`src/rtl/decade_ripple_pkg.sv`:
```
package decade_ripple_pkg;
  localparam int QUIN_W   = 3;
  localparam int QUIN_MOD = 5;
  localparam logic [QUIN_W-1:0] QUIN_NINE = QUIN_W'(QUIN_MOD - 1);

  // Next state of the modulo-QUIN_MOD section.
  function automatic logic [QUIN_W-1:0] quin_next(input logic [QUIN_W-1:0] s);
    if (s == QUIN_W'(QUIN_MOD - 1)) return '0;
    return s + QUIN_W'(1);
  endfunction
endpackage

```
`src/rtl/fall_detect.sv`:
```
module fall_detect (
  input  logic clk,
  input  logic rst_n,
  input  logic din,
  output logic fall
);
  logic prev_q;

  always_ff @(posedge clk) begin
    if (!rst_n) prev_q <= 1'b0;
    else        prev_q <= din;
  end

  assign fall = prev_q & ~din;

  a_r2_single_fall: assert property (@(posedge clk) disable iff (!rst_n)
    fall |=> !fall);
endmodule

```
`src/rtl/half_stage.sv`:
```
module half_stage (
  input  logic clk,
  input  logic rst_n,
  input  logic load,
  input  logic load_val,
  input  logic step,
  output logic q
);
  always_ff @(posedge clk) begin
    if (!rst_n)    q <= 1'b0;
    else if (load) q <= load_val;
    else if (step) q <= ~q;
  end

  a_r2_toggle: assert property (@(posedge clk) disable iff (!rst_n)
    (step && !load) |=> (q != $past(q)));
endmodule

```
`src/rtl/quin_stage.sv`:
```
module quin_stage
  import decade_ripple_pkg::*;
(
  input  logic              clk,
  input  logic              rst_n,
  input  logic              load,
  input  logic [QUIN_W-1:0] load_val,
  input  logic              step,
  output logic [QUIN_W-1:0] q,
  output logic              wrap
);
  always_ff @(posedge clk) begin
    if (!rst_n)    q <= '0;
    else if (load) q <= load_val;
    else if (step) q <= quin_next(q);
  end

  assign wrap = step && !load && (q == QUIN_NINE);

  a_r3_legal: assert property (@(posedge clk) disable iff (!rst_n)
    q < QUIN_W'(QUIN_MOD));
  a_r3_step: assert property (@(posedge clk) disable iff (!rst_n)
    (step && !load) |=> ((q == '0 && $past(q) == QUIN_W'(QUIN_MOD - 1)) ||
                         (int'(q) == int'($past(q)) + 1)));
endmodule

```
`src/rtl/decade_ripple_counter.sv`:
```
module decade_ripple_counter
  import decade_ripple_pkg::*;
(
  input  logic       clk,
  input  logic       rst_n,
  input  logic       cnt_a,
  input  logic       cnt_b,
  input  logic       zero_req_1,
  input  logic       zero_req_2,
  input  logic       nine_req_1,
  input  logic       nine_req_2,
  output logic [3:0] q
);
  logic fall_a, fall_b;
  logic nine_hit, zero_hit, ovr;
  logic half_q, half_load_val;
  logic [QUIN_W-1:0] quin_q, quin_load_val;
  logic quin_wrap;

  assign nine_hit = nine_req_1 & nine_req_2;
  assign zero_hit = zero_req_1 & zero_req_2 & ~nine_hit;
  assign ovr      = nine_hit | zero_hit;

  assign half_load_val = nine_hit;
  assign quin_load_val = nine_hit ? QUIN_NINE : '0;

  fall_detect u_fall_a (.clk(clk), .rst_n(rst_n), .din(cnt_a), .fall(fall_a));
  fall_detect u_fall_b (.clk(clk), .rst_n(rst_n), .din(cnt_b), .fall(fall_b));

  half_stage u_half (
    .clk(clk), .rst_n(rst_n), .load(ovr), .load_val(half_load_val),
    .step(fall_a), .q(half_q)
  );

  quin_stage u_quin (
    .clk(clk), .rst_n(rst_n), .load(ovr), .load_val(quin_load_val),
    .step(fall_b), .q(quin_q), .wrap(quin_wrap)
  );

  assign q = {quin_q, half_q};

  a_r5_nine: assert property (@(posedge clk) disable iff (!rst_n)
    (nine_req_1 && nine_req_2) |=> (q == 4'b1001));
  a_r4_zero: assert property (@(posedge clk) disable iff (!rst_n)
    (zero_req_1 && zero_req_2 && !(nine_req_1 && nine_req_2)) |=> (q == 4'b0000));
  a_r3_a_only: assert property (@(posedge clk) disable iff (!rst_n)
    (!fall_b && !ovr) |=> $stable(q[3:1]));
  a_r3_b_only: assert property (@(posedge clk) disable iff (!rst_n)
    (!fall_a && !ovr) |=> $stable(q[0]));
  a_r3_wrap_zero: assert property (@(posedge clk) disable iff (!rst_n)
    quin_wrap |=> (q[3:1] == 3'b000));
endmodule

```
`config.mk`:
```
export PLATFORM = sky130hd
export DESIGN_NAME = decade_ripple_counter
export DESIGN_NICKNAME = d
export VERILOG_FILES = /design/src/rtl/decade_ripple_pkg.sv /design/src/rtl/fall_detect.sv /design/src/rtl/half_stage.sv /design/src/rtl/quin_stage.sv /design/src/rtl/decade_ripple_counter.sv
export SDC_FILE = /design/constraint.sdc
export NUM_CORES = 1
export LEC_CHECK = 0
export ABC_AREA = 1
export BUFFER_PORTS_ARGS = -buffer_cell sky130_fd_sc_hd__buf_2
export CORE_AREA = 10 10 47 49
export DETAILED_ROUTE_END_ITERATION = 8
export DIE_AREA = 0 0 57 59
export HOLD_SLACK_MARGIN = 0.03
export SLEW_MARGIN = 10
export SYNTH_ARGS = -nofsm -noshare
export SYNTH_HDL_FRONTEND = slang
export SYNTH_SLANG_ARGS = --single-unit
```
`constraint.sdc`:
```
create_clock -name clk -period 1.06 [get_ports clk]
set_clock_uncertainty 0.2 [all_clocks]
set_input_delay 0.053 -clock clk [delete_from_list [all_inputs] [get_ports clk]]
set_output_delay 0.053 -clock clk [all_outputs]
set_load 0.005 [all_outputs]
```
==> impl_metrics.toml <==
[die]
core_area_mm2 = 0.001401
dieArea_mm2 = 0.003363
start_util_pct = 23.84
num_rows = 14
io_pins = 12
die_w_um = 57
die_y_um = 59

[yosys]
synthCells = 50
yosysTopAreaCell = "dfxtp_1"
syn_area_per_cell_um2 = 6.681
synth_cell_types = 13
yosysTopAreaCellShare_pct = 35.96
synth_nets = 60
synth_area_leaders = "dfxtp_1 36%, nand2_1 16%, inv_1 12%"
synth_area_um2 = 334.1
synth_seq_cells = 6
seq_area_frac_synth_pct = 35.96
yosys_warnings = 0

[pwr]
p_leak_nw = 0.2782
p_per_area_mw_per_mm2 = 1017
irDropWorstVdd_mv = 0.5525

[grt]
grt_max_degree = 6
antenna_found_initial = 0
grt_pass1_wl_um = 1304
grt_pass1_vias = 340
grt_usage_pct = 4.916
gr-total-overflow = 0

[sta]
slew_violations = 0
final.setup.worst_slack_ns = -0.08801
worstMarginPinSlew_ns = 0.1740
finalCriticalPeriod_ns = 1.148
setup_viol = 5
holdWs_ns = -0.01604
fin_crit_sh_pct = 108.3
relSlewSlack_pct = 88.38
max_freq_mhz = 871.1
rsz0062_at_grt = "yes"
hold_viol_final = 1

[worst_setup_path]
rrSetupSlack_ns = -0.09
arrival_ns = 1.13
r2r_start = "u_quin.q[0]$_SDFFE_PN0P_"
worstRegToRegCells = 7
end_kind = "register"
required_ns = 1.04
path_max_fanout = 3
r2r_end = "u_quin.q[2]$_SDFFE_PN0P_"
worstSetupPathType = "reg -> reg"
startpoint_type = "register"

[drt]
drtIter0Drc = 1
routedWlPerCell_um = 10.43
drc = 0
drtPass1Iterations = 2
routed_wl_um = 897
antenna_left = 0
via_per_inst = 4.023
vias = 346

[finish]
finalNetCount = 82
n_fill_cell = 158
drive_gt1_share_pct = 47.14
fin_util_pct = 39.73
layout.cells.most_common_list = "11 x nand2_1, 9 x inv_1, 9 x buf_2, 5 x nand2_2"
fin_cells = 86
diodes = 0
synthToLayoutAreaGrowth_pct = 66.67
fin_area_um2 = 556.8
layout_commonest_cell = "nand2_1"

[worst_hold_path]
min_path_type = "in -> reg"
holdPathEnd = "u_half.q$_SDFFE_PN0P_"
worst_hold_startpoint = "zero_req_2"
whs_path_depth = 4

[clocking]
cts-buffers-inserted = 3
clk_latency_ns = 0.24
htreeDepth = 1
cts_root_buffer = "clkbuf_4"
cts_tree = "done"
path_clk_slew_ns = 0.05
cts.path.max_buffers = 2
cts_sinks = 6

[run_status]
violations = "negative hold slack, negative setup slack"
status = "finished, violations left"

[placed_design]
place.gp.congestion = 0.6868
dp_hpwl_um = 621.8
dpl.cell_count = 77
port_buffers = 11
placed_cell_area_um2 = 426.7
pre_cts_ws_ns = -0.08116

[run]
cap_violations = 0
-- critical path: stages, from the launching register on --
cell and delay, ns:
dfxtp_4 0.38, inv_4 0.05, ha_4 0.16, nand2_4 0.07
nand2_2 0.04, nor2_1 0.08, nor2_1 0.04, nor2_1 0.07
-- worst max path at each step --
stage / end / startpoint
finish: u_quin.q[2]$_SDFFE_PN0P_ / u_quin.q[0]$_SDFFE_PN0P_
global route: u_quin.q[2]$_SDFFE_PN0P_ / u_quin.q[0]$_SDFFE_PN0P_
CTS: u_quin.q[2]$_SDFFE_PN0P_ / u_quin.q[1]$_SDFFE_PN0P_
detailed placement: u_quin.q[2]$_SDFFE_PN0P_ / u_quin.q[0]$_SDFFE_PN0P_
global placement: u_quin.q[2]$_SDFFE_PN0P_ / u_quin.q[0]$_SDFFE_PN0P_
floorplan: u_quin.q[2]$_SDFFE_PN0P_ / u_quin.q[0]$_SDFFE_PN0P_
-- where the power goes --
part           switching [W]  internal, W
sequential         0.0000112     0.000234
clock              0.0000821     0.000128
combinational      0.0000547    0.0000559
total               0.000148     0.000418
-- cell type report --
class	instances	area, um2	share of cell area [%]
timing repair buffer	18	130.1	23.37
sequential	6	127.6	22.92
inverter	11	46.29	8.315
tap	16	20.02	3.596
clock buffer	3	22.52	4.045
multi-input combinational	32	210.2	37.75
-- through the flow --
step	setup TNS (ns)	total power, W
2_1_floorplan	-0.02313	0.0003050
3_3_place_gp	-0.1059	0.0003336
3_5_place_dp	-0.1233	0.0003358
4_1_cts	-0.1689	0.0005690
5_1_grt	-0.4812	0.0006033
6_report	-0.2927	0.0005664
-- cells by family (layout without fill, tap and decap cells) --
logic type | count (synthesis) | after routing | synth area share (%)
compound gates | 4 | 4 | 7.864
fa+ha+maj | 2 | 2 | 7.489
buf+inv | 12 | 32 | 14.61
flops | 6 | 6 | 35.96
simple gates | 26 | 26 | 34.08
-- per-layer routing --
metal | track usage, % | share of wire [%]
met1 | 3.542 | 35
met2 | 10.08 | 59
met3 | 2.146 | 5.8
met4 | 3.020 | 0
met5 | 0 | 0
-- repair_timing --
item / in CTS / in global routing
endpoints found under the hold margin: 6 / 3
hold buffers: 4 / 2
gates resized for setup: 5 / 8
buffers inserted: 2 / 0
endpoints found under the setup margin: 4 / 6
pin swaps: 1 / 4
-- state kept, by name, summed over array words and instances, names as in the netlist --
name	count
u_fall_b.prev_q	1
u_quin.q	3
u_fall_a.prev_q	1
u_half.q	1
-- synthesized netlist by cell type (all sizes together) --
master,instances
a21boi,1
a21oi,2
buf,1
dfxtp,6
ha,2
inv,11
nand2,17
nand3,3
nand4,1
nor2,5
o21ai,1
No activity file was read; power rests on OpenSTA's default activity.
